File: src/rtl/pgpc_pkg.sv
package pgpc_pkg;

  localparam int PC_W_DEF  = 14;
  localparam int OFF_W_DEF = 11;
  localparam int N_IRQ_DEF = 5;

  typedef enum logic [2:0] {
    NX_HOLD,
    NX_INC,
    NX_SKIP,
    NX_NEAR,
    NX_FAR,
    NX_RET,
    NX_VEC
  } nx_sel_e;

  // fixed entry address per request line, line 0 first
  function automatic logic [31:0] irq_vector(input int unsigned idx);
    logic [31:0] v;
    case (idx)
      0:       v = 32'h0004;
      1:       v = 32'h0008;
      2:       v = 32'h000C;
      3:       v = 32'h0014;
      4:       v = 32'h0020;
      default: v = 32'h0000;
    endcase
    return v;
  endfunction

endpackage

File: src/rtl/pgpc_rst_sync.sv
module pgpc_rst_sync (
  input  logic clk,
  input  logic rst_n,
  output logic rst_sync_n
);

  logic [1:0] sync_q;

  always_ff @(posedge clk or negedge rst_n) begin
    if (!rst_n) begin
      sync_q <= 2'b00;
    end else begin
      sync_q <= {sync_q[0], 1'b1};
    end
  end

  assign rst_sync_n = sync_q[1];

endmodule

File: src/rtl/pgpc_page_reg.sv
module pgpc_page_reg #(
  parameter int PG_W = 3
) (
  input  logic            clk,
  input  logic            rst_n,
  input  logic            wr_en,
  input  logic [PG_W-1:0] wr_data,
  output logic [PG_W-1:0] page_q
);

  logic [PG_W-1:0] page_d;

  always_comb begin
    page_d = page_q;
    if (wr_en) begin
      page_d = wr_data;
    end
  end

  always_ff @(posedge clk or negedge rst_n) begin
    if (!rst_n) begin
      page_q <= '0;
    end else if (wr_en) begin
      page_q <= page_d;
    end
  end

  // page holder only moves on a write strobe
  assert_pgreg_hold_R12 : assert property (@(posedge clk) disable iff (!rst_n)
    !wr_en |=> $stable(page_q));

endmodule

File: src/rtl/pgpc_irq_arb.sv
module pgpc_irq_arb
  import pgpc_pkg::*;
#(
  parameter int N_IRQ = 5,
  parameter int PC_W  = 14
) (
  input  logic [N_IRQ-1:0] req,
  output logic [N_IRQ-1:0] grant,
  output logic             any,
  output logic [PC_W-1:0]  vec
);

  logic [PC_W-1:0] vec_tab [N_IRQ];

  for (genvar g = 0; g < N_IRQ; g++) begin : g_vec
    localparam logic [31:0] VEC_FULL = irq_vector(g);
    assign vec_tab[g] = VEC_FULL[PC_W-1:0];
  end

  // scan from the lowest priority upward so that line 0 wins last
  always_comb begin
    grant = '0;
    for (int i = N_IRQ - 1; i >= 0; i--) begin
      if (req[i]) begin
        grant    = '0;
        grant[i] = 1'b1;
      end
    end
  end

  always_comb begin
    vec = '0;
    for (int i = 0; i < N_IRQ; i++) begin
      if (grant[i]) begin
        vec = vec | vec_tab[i];
      end
    end
  end

  assign any = |req;

endmodule

File: src/rtl/pgpc_next_sel.sv
module pgpc_next_sel
  import pgpc_pkg::*;
(
  input  logic    fetch_en,
  input  logic    irq_any,
  input  logic    op_ret,
  input  logic    op_call,
  input  logic    op_jump,
  input  logic    op_branch,
  input  logic    op_skip,
  output nx_sel_e sel,
  output logic    push_req,
  output logic    push_is_irq
);

  always_comb begin
    sel         = NX_HOLD;
    push_req    = 1'b0;
    push_is_irq = 1'b0;
    if (fetch_en) begin
      if (irq_any) begin
        sel         = NX_VEC;
        push_req    = 1'b1;
        push_is_irq = 1'b1;
      end else if (op_ret) begin
        sel = NX_RET;
      end else if (op_call) begin
        sel      = NX_FAR;
        push_req = 1'b1;
      end else if (op_jump) begin
        sel = NX_FAR;
      end else if (op_branch) begin
        sel = NX_NEAR;
      end else if (op_skip) begin
        sel = NX_SKIP;
      end else begin
        sel = NX_INC;
      end
    end
  end

endmodule

File: src/rtl/pgpc_core.sv
module pgpc_core
  import pgpc_pkg::*;
#(
  parameter int PC_W  = PC_W_DEF,
  parameter int OFF_W = OFF_W_DEF,
  parameter int N_IRQ = N_IRQ_DEF
) (
  input  logic              clk,
  input  logic              rst_n,
  input  logic              fetch_en,
  input  logic              op_jump,
  input  logic              op_call,
  input  logic              op_branch,
  input  logic              op_skip,
  input  logic              op_ret,
  input  logic [OFF_W-1:0]  tgt_off,
  input  logic              page_we,
  input  logic [PC_W-OFF_W-1:0] page_wdata,
  input  logic [N_IRQ-1:0]  irq_req,
  input  logic [PC_W-1:0]   stack_top,
  output logic [PC_W-1:0]   pc,
  output logic              push_req,
  output logic [PC_W-1:0]   push_addr
);

  localparam int PG_W = PC_W - OFF_W;

  logic             rst_sync_n;
  logic [PG_W-1:0]  page_q;
  logic [N_IRQ-1:0] grant;
  logic             irq_any;
  logic [PC_W-1:0]  irq_vec;
  nx_sel_e          sel;
  logic             push_is_irq;

  logic [PC_W-1:0]  pc_q;
  logic [PC_W-1:0]  pc_d;
  logic [PC_W-1:0]  pc_inc;
  logic [PC_W-1:0]  pc_skip;
  logic [PC_W-1:0]  pc_near;
  logic [PC_W-1:0]  pc_far;
  logic [OFF_W-1:0] off_skip;

  pgpc_rst_sync u_rst_sync (
    .clk        (clk),
    .rst_n      (rst_n),
    .rst_sync_n (rst_sync_n)
  );

  pgpc_page_reg #(.PG_W(PG_W)) u_page (
    .clk     (clk),
    .rst_n   (rst_sync_n),
    .wr_en   (page_we),
    .wr_data (page_wdata),
    .page_q  (page_q)
  );

  pgpc_irq_arb #(.N_IRQ(N_IRQ), .PC_W(PC_W)) u_arb (
    .req   (irq_req),
    .grant (grant),
    .any   (irq_any),
    .vec   (irq_vec)
  );

  pgpc_next_sel u_sel (
    .fetch_en    (fetch_en),
    .irq_any     (irq_any),
    .op_ret      (op_ret),
    .op_call     (op_call),
    .op_jump     (op_jump),
    .op_branch   (op_branch),
    .op_skip     (op_skip),
    .sel         (sel),
    .push_req    (push_req),
    .push_is_irq (push_is_irq)
  );

  // candidate addresses
  always_comb begin
    pc_inc   = pc_q + PC_W'(1);
    off_skip = pc_q[OFF_W-1:0] + OFF_W'(2);
    pc_skip  = {pc_q[PC_W-1:OFF_W], off_skip};
    pc_near  = {pc_q[PC_W-1:OFF_W], tgt_off};
    pc_far   = {page_q, tgt_off};
  end

  always_comb begin
    case (sel)
      NX_INC:  pc_d = pc_inc;
      NX_SKIP: pc_d = pc_skip;
      NX_NEAR: pc_d = pc_near;
      NX_FAR:  pc_d = pc_far;
      NX_RET:  pc_d = stack_top;
      NX_VEC:  pc_d = irq_vec;
      default: pc_d = pc_q;
    endcase
  end

  always_ff @(posedge clk or negedge rst_sync_n) begin
    if (!rst_sync_n) begin
      pc_q <= '0;
    end else if (fetch_en) begin
      pc_q <= pc_d;
    end
  end

  assign push_addr = push_is_irq ? pc_q : pc_inc;
  assign pc        = pc_q;

  // no movement without a fetch boundary
  assert_hold_R2 : assert property (@(posedge clk) disable iff (!rst_sync_n)
    !fetch_en |=> $stable(pc_q));

  assert_nopush_R2 : assert property (@(posedge clk) disable iff (!rst_sync_n)
    !fetch_en |-> !push_req);

  // a lone branch never changes the page field
  assert_near_page_R6 : assert property (@(posedge clk) disable iff (!rst_sync_n)
    (fetch_en && op_branch && !op_ret && !op_call && !op_jump && (irq_req == '0))
      |=> (pc_q[PC_W-1:OFF_W] == $past(pc_q[PC_W-1:OFF_W])));

  // a lone skip stays in its page
  assert_skip_page_R7 : assert property (@(posedge clk) disable iff (!rst_sync_n)
    (fetch_en && op_skip && !op_branch && !op_ret && !op_call && !op_jump && (irq_req == '0))
      |=> (pc_q[PC_W-1:OFF_W] == $past(pc_q[PC_W-1:OFF_W])));

  // a return reloads from the stack without pushing
  assert_ret_load_R8 : assert property (@(posedge clk) disable iff (!rst_sync_n)
    (fetch_en && op_ret && (irq_req == '0)) |=> (pc_q == $past(stack_top)));

  assert_ret_nopush_R8 : assert property (@(posedge clk) disable iff (!rst_sync_n)
    (fetch_en && op_ret && (irq_req == '0)) |-> !push_req);

  // line 0 always lands on its entry
  assert_vec0_R9 : assert property (@(posedge clk) disable iff (!rst_sync_n)
    (fetch_en && irq_req[0]) |=> (pc_q == PC_W'(14'h0004)));

  // single winner, and an interrupt always pushes the current PC
  assert_grant_onehot_R10 : assert property (@(posedge clk) disable iff (!rst_sync_n)
    $onehot0(grant));

  assert_irq_push_R10 : assert property (@(posedge clk) disable iff (!rst_sync_n)
    (fetch_en && (irq_req != '0)) |-> (push_req && (push_addr == pc_q)));

endmodule

File: config.mk
export PLATFORM = sky130hd
export DESIGN_NAME = pgpc_core
export DESIGN_NICKNAME = d
export VERILOG_FILES = /design/src/rtl/pgpc_pkg.sv /design/src/rtl/pgpc_rst_sync.sv /design/src/rtl/pgpc_page_reg.sv /design/src/rtl/pgpc_irq_arb.sv /design/src/rtl/pgpc_next_sel.sv /design/src/rtl/pgpc_core.sv
export SDC_FILE = /design/constraint.sdc
export NUM_CORES = 1
export LEC_CHECK = 0
export BUFFER_PORTS_ARGS = -buffer_cell sky130_fd_sc_hd__clkbuf_2
export CELL_PAD_IN_SITES_DETAIL_PLACEMENT = 2
export CELL_PAD_IN_SITES_GLOBAL_PLACEMENT = 2
export CORE_UTILIZATION = 26
export DETAILED_ROUTE_END_ITERATION = 12
export PLACE_DENSITY_LB_ADDON = 0.15
export SYNTH_ARGS = -nofsm -noshare
export SYNTH_HDL_FRONTEND = slang
export SYNTH_SLANG_ARGS = --single-unit
export TNS_END_PERCENT = 100
File: constraint.sdc
create_clock -name clk -period 2.8 [get_ports clk]
set_input_delay 0.84 -clock clk [delete_from_list [all_inputs] [get_ports clk]]
set_output_delay 0.84 -clock clk [all_outputs]
set_load 0.005 [all_outputs]
* Word-level counts from Yosys, hierarchy flattened
Index checks and enable logic that the tools add are counted.
** Cells by class
- $add $sub $neg :: 2
- Bitwise gates (word level) :: 2
- Reductions and logical operators :: 5
- Equal/unequal tests :: 6
- Muxes and demuxes :: 25
** Operators with widths (number)
- 14-bit one-hot mux with 6 select lines :: 1
- 5-bit two-way mux :: 6
- 3-bit two-way mux :: 7
- 14-bit by 1-bit adder with 14-bit output (second input constant) :: 1
- 14-bit two-way mux :: 1
- 11-bit by 2-bit adder with 11-bit output (second input constant) :: 1
- 3-bit equality test (second input constant) :: 3
- 4-bit two-way mux :: 2
- 3-bit by 2-bit equality test with 1-bit output (second input constant) :: 2
- 1-bit two-way mux :: 6
- 6-bit two-way mux :: 1
- 6-bit nonzero test :: 1
- 5-bit OR reduction :: 1
- 4-bit AND reduction :: 1
- 4-bit nonzero test :: 1
- 3-bit by 1-bit equality test with 1-bit output (second input constant) :: 1
- 2-bit two-way mux :: 1
- 1-bit NOT :: 2
- 2-bit AND reduction :: 1
** Storage, ports and cells
- Register bits after elaboration :: 19
- Logic and storage cells :: 44
- Input port bits :: 42

* Depth between registers and ports, before layout
- Depth in word-level cells :: 11
- Depth in mapped cells :: 7
- Mapped depth without buffers :: 6

* Modules after synthesis
From an unflattened synthesis, not the netlist that was laid out.
** Unflattened totals
- Cell total of the unflattened synthesis :: 288
- Area, all modules :: 2140.8 µm²
** By module, submodules not included
- pgpc_core :: seq. area each 350.3 µm², instances 1, area each 1736.7 µm², cells each 244
- pgpc_irq_arb :: seq. area each 0.0 µm², instances 1, area each 172.7 µm², cells each 24
- pgpc_page_reg :: seq. area each 75.1 µm², instances 1, area each 108.9 µm², cells each 6
- pgpc_next_sel :: seq. area each 0.0 µm², instances 1, area each 68.8 µm², cells each 11
- pgpc_rst_sync :: seq. area each 50.0 µm², instances 1, area each 53.8 µm², cells each 3

* Worst setup path before layout
Ideal clock, no wire load.
- Kind :: in2out
- Start :: in irq_req[0]
- End :: out push_addr[11]
- Setup slack :: 0.046 ns
- Path buffers :: 0
- Stages on the path :: 5
- Arrival time :: 1.914 ns
- Required time :: 1.960 ns
- Cells stage by stage :: nor4_4 > nand2_1 > nand2_1 > nand4_1 > xnor2_1
** On the way
- Word-level cells in the longest chain between the ends :: 4
** RTL lines
- start, declared :: line pgpc_core.sv:19 : input logic [N_IRQ-1:0] irq_req,
- 5-bit OR reduction :: line pgpc_irq_arb.sv:40 : assign any = |req;
- 1-bit two-way mux :: line pgpc_next_sel.sv:21 : if (irq_any) begin
- 1-bit two-way mux :: line pgpc_next_sel.sv:20 : if (fetch_en) begin
- 14-bit two-way mux :: line pgpc_core.sv:107 : assign push_addr = push_is_irq ? pc_q : pc_inc;
- end, declared :: line pgpc_core.sv:23 : output logic [PC_W-1:0] push_addr
No other way between the ends.

* Worst setup path in the final report
- Start :: in irq_req[0]
- End :: out push_addr[3]
Same word-level chain as after synthesis.

==> results.json <==
{
  "status": "finished with violations",
  "violations": "setup timing",
  "ir_drop_mv": 0.155,
  "clockBufferDepth": 2,
  "die_x_microns": 84.6,
  "total_power_uw": 910,
  "grt_max_degree": 19,
  "flow.area_growth_from_synthesis_pct": 46.9,
  "viasPerCell": 5.39,
  "crit_slowest_cell": "nor4_4",
  "initial_core_util_pct": 27.5,
  "dieArea_sq_mm": 0.00715,
  "grt_pass1_vias": 2290,
  "num-nets-final": 366,
  "yosys.area_share.simple_pct": 31.8,
  "post-route-drc-count": 0,
  "synthCells": 224,
  "drive_above_1_share_pct": 45.2,
  "ys_warn_count": 0,
  "async_flop_share_pct": 100,
  "antenna_cells": 0,
  "avgRoutedWirePerCell_microns": 18.6,
  "swShare_pct": 36.5,
  "cts.sinks": 19,
  "worstSkewPairLatency_ns": 0.26,
  "cts_tree": "built",
  "synth_fa_ha_area_share_pct": 1.41,
  "synthFlopType": "dfrtp_1",
  "cts_max_level": 1,
  "vias": 2146,
  "final_cell_mix": "56 x clkbuf_2, 29 x buf_4, 28 x nor2_1, 18 x a21oi_1, 17 x dfrtp_1",
  "dr.pass1.iters": 6,
  "reg2reg_from": "pc[1]$_DFFE_PN0P_",
  "dp.cells": 389,
  "synth_edf_count": 0,
  "synth-seq-area-share_pct": 26.8,
  "p_leak_nw": 1.13,
  "cap_violations": 0,
  "worstPathRequired_ns": 1.96,
  "slowest_delay_ns": 0.32,
  "clockRootBuffer": "clkbuf_8",
  "end_kind": "output pin",
  "num_rows": 29,
  "pwr_density_cell_mw_per_mm2": 349,
  "dpl-instance-area_sq_mm": 0.00238,
  "drv_slew": 0,
  "muxShareOfSynthArea_pct": 2.54,
  "fin_area_sq_mm": 0.00261,
  "grt-ovfl-total": 0,
  "antenna_found_initial": 0,
  "timing.fmax_ghz": 0.350,
  "startpoint": "irq_req[0]",
  "clockPowerShare_pct": 22.8,
  "drtIter0Drc": 53,
  "setup_viol": 10,
  "die_y_microns": 84.6,
  "core-area_sq_mm": 0.00646,
  "synth_top_family_by_area": "simple AND/OR/NAND/NOR gates",
  "startpoint_type": "input pin",
  "layout_min_cycle_time_ns": 2.86,
  "cts_buffers": 3,
  "io_pins": 71,
  "finish.utilization_pct": 40.3,
  "place_congestion": 0.793,
  "grt_first_pass_wirelength_mm": 11.5,
  "cp_max_fo": 4,
  "layout.cells.non_filler": 398,
  "hold_violations": 0,
  "crit_family": "simple AND/OR/NAND/NOR gates",
  "power_switching_uw": 332,
  "pwr-share-seq_pct": 37.9,
  "synth_compound_area_share_pct": 25.1,
  "crit_type": "input pin to output pin",
  "final_common_cell": "clkbuf_2",
  "io_buffers": 70,
  "avgSynthCellArea_sq_um": 7.91,
  "rsz0062_at_grt": "yes",
  "crit_top_cell": "buf_6",
  "clk_pin_slew_ns": 0.08,
  "cp_data_arrival_time_ns": 2.02,
  "setup-tns-final_ns": -0.355,
  "worstHoldPathType": "flop to async pin",
  "critical_path_buf_inv_count": 3,
  "dp_hpwl_mm": 5.72,
  "crit_chain": "buf_6, nor4_4, nand2_1, nand2_2, buf_6, nand3_4, xnor2_2, buf_2",
  "syn-cell-area_sq_mm": 0.00177,
  "p_int_uw": 578,
  "ys_types": 55,
  "synth-seq-cells": 19,
  "fin_ws_ns": -0.0552,
  "skew_ns": 0.00299,
  "relSlewSlack_pct": 45.8,
  "track_usage_pct": 20.4,
  "worst_pin_slew_ns": 0.814,
  "synth_xor_area_share_pct": 7.41,
  "synth_nets": 268,
  "ant_nets": 0,
  "drt_wl_total_mm": 7.39,
  "cts_hold_buf": 0,
  "combPwrFrac_pct": 39.3,
  "timing.final.crit_share_pct": 102
}
[power groups by stage]
stage	clock [mW]	sequential [mW]	combinational [mW]
6_report	0.207	0.345	0.358
5_1_grt	0.221	0.352	0.390
4_1_cts	0.215	0.342	0.343
3_5_place_dp	0	0.348	0.332
3_3_place_gp	0	0.346	0.324
2_1_floorplan	0	0.342	0.158
[worst register-to-register path, delay by kind of cell (launching register included)]
family | cells | cell delay, ns
adders and majority gates | 1 | 0.26
buffers and inverters | 1 | 0.18
and+or+nand+nor | 2 | 0.34
AOI/OAI and AO/OA | 2 | 0.54
DFF | 1 | 0.42
[stage by stage]
| stage | setup WS, ns | hold slack (ns) |
|---|---|---|
| after global placement | -0.159 | 0.336 |
| final | -0.0552 | 0.341 |
| after global routing | -0.0868 | 0.337 |
| after detailed placement | -0.194 | 0.343 |
| after floorplan | 0.0464 | 0.213 |
| after CTS | -0.0875 | 0.341 |
[flip-flops by register name (all words and copies together) (netlist names)]
name / flops
u_rst_sync.sync_q: 2
pc: 14
u_page.page_q: 3
[routing by layer]
layer  wire [microns]  track usage [%]  up-vias
li1                 -                -     1028
met1             3310             26.6     1074
met2             3830             36.0       38
met3              173             1.97        6
met4               76             5.24        0
met5                0                0        -
[layout make-up]
class                   instances  area (sq um)
clock buffers                   4          45.0
fillers                       789          3850
inverters                       9          33.8
multi-input cells             186          1320
flip-flops and latches         19           478
well taps                      77          96.3
repair buffers                103           634
[cells in the mapped netlist (2+ instances only)]
| master | number | area [sq um] |
|---|---|---|
| buf_2 | 5 | 25.0 |
| and4_1 | 3 | 26.3 |
| mux2_2 | 4 | 45.0 |
| a221oi_1 | 3 | 26.3 |
| o221ai_1 | 2 | 17.5 |
| dfrtp_1 | 19 | 475 |
| xnor2_1 | 12 | 105 |
| a21oi_1 | 19 | 95.1 |
| nand2_1 | 22 | 82.6 |
| inv_1 | 9 | 33.8 |
| nand4_1 | 5 | 31.3 |
| a31oi_1 | 3 | 18.8 |
| nand3b_1 | 3 | 22.5 |
| ha_1 | 2 | 25.0 |
| nand3_1 | 8 | 40.0 |
| o22ai_1 | 4 | 25.0 |
| o21ai_0 | 11 | 55.1 |
| nor2_1 | 30 | 113 |
| nor3_1 | 8 | 40.0 |
| o21bai_1 | 3 | 22.5 |
| nor4_4 | 2 | 42.5 |
| clkbuf_1 | 3 | 11.3 |
| nor4_1 | 4 | 25.0 |
| nor3b_1 | 2 | 15.0 |
| a221o_1 | 4 | 40.0 |
| xor2_1 | 3 | 26.3 |
| nor3b_2 | 3 | 37.5 |
[what timing repair did]
| action | CTS | global route |
|---|---|---|
| resized for setup | 10 | 38 |
| pin swaps | 10 | 13 |
| endpoints found under the hold margin | 0 | 0 |
| endpoints found under the setup margin | 14 | 14 |
| setup buffers | 2 | 3 |
[final timing paths]
kind,to,slack [ns],cells after the start
max in group asynchronous,pc[1]$_DFFE_PN0P_,1.90,0
max,push_addr[3],-0.06,8
min,pc[7]$_DFFE_PN0P_,0.34,0
max reg2reg,pc[6]$_DFFE_PN0P_,0.95,6
min reg2reg,pc[7]$_DFFE_PN0P_,0.34,0
min in group clk,u_rst_sync.sync_q[1]$_DFF_PN0_,0.36,0
[kinds of logic after synthesis]
family,count (synthesis)
xor gates and xnor gates,15
buffers and inverters,19
AOI/OAI and AO/OA,64
and+or+nand+nor,100
adders and majority gates,2
muxes,4
other,1
DFF,19
Note: power is estimated with default switching activity, not from simulation.
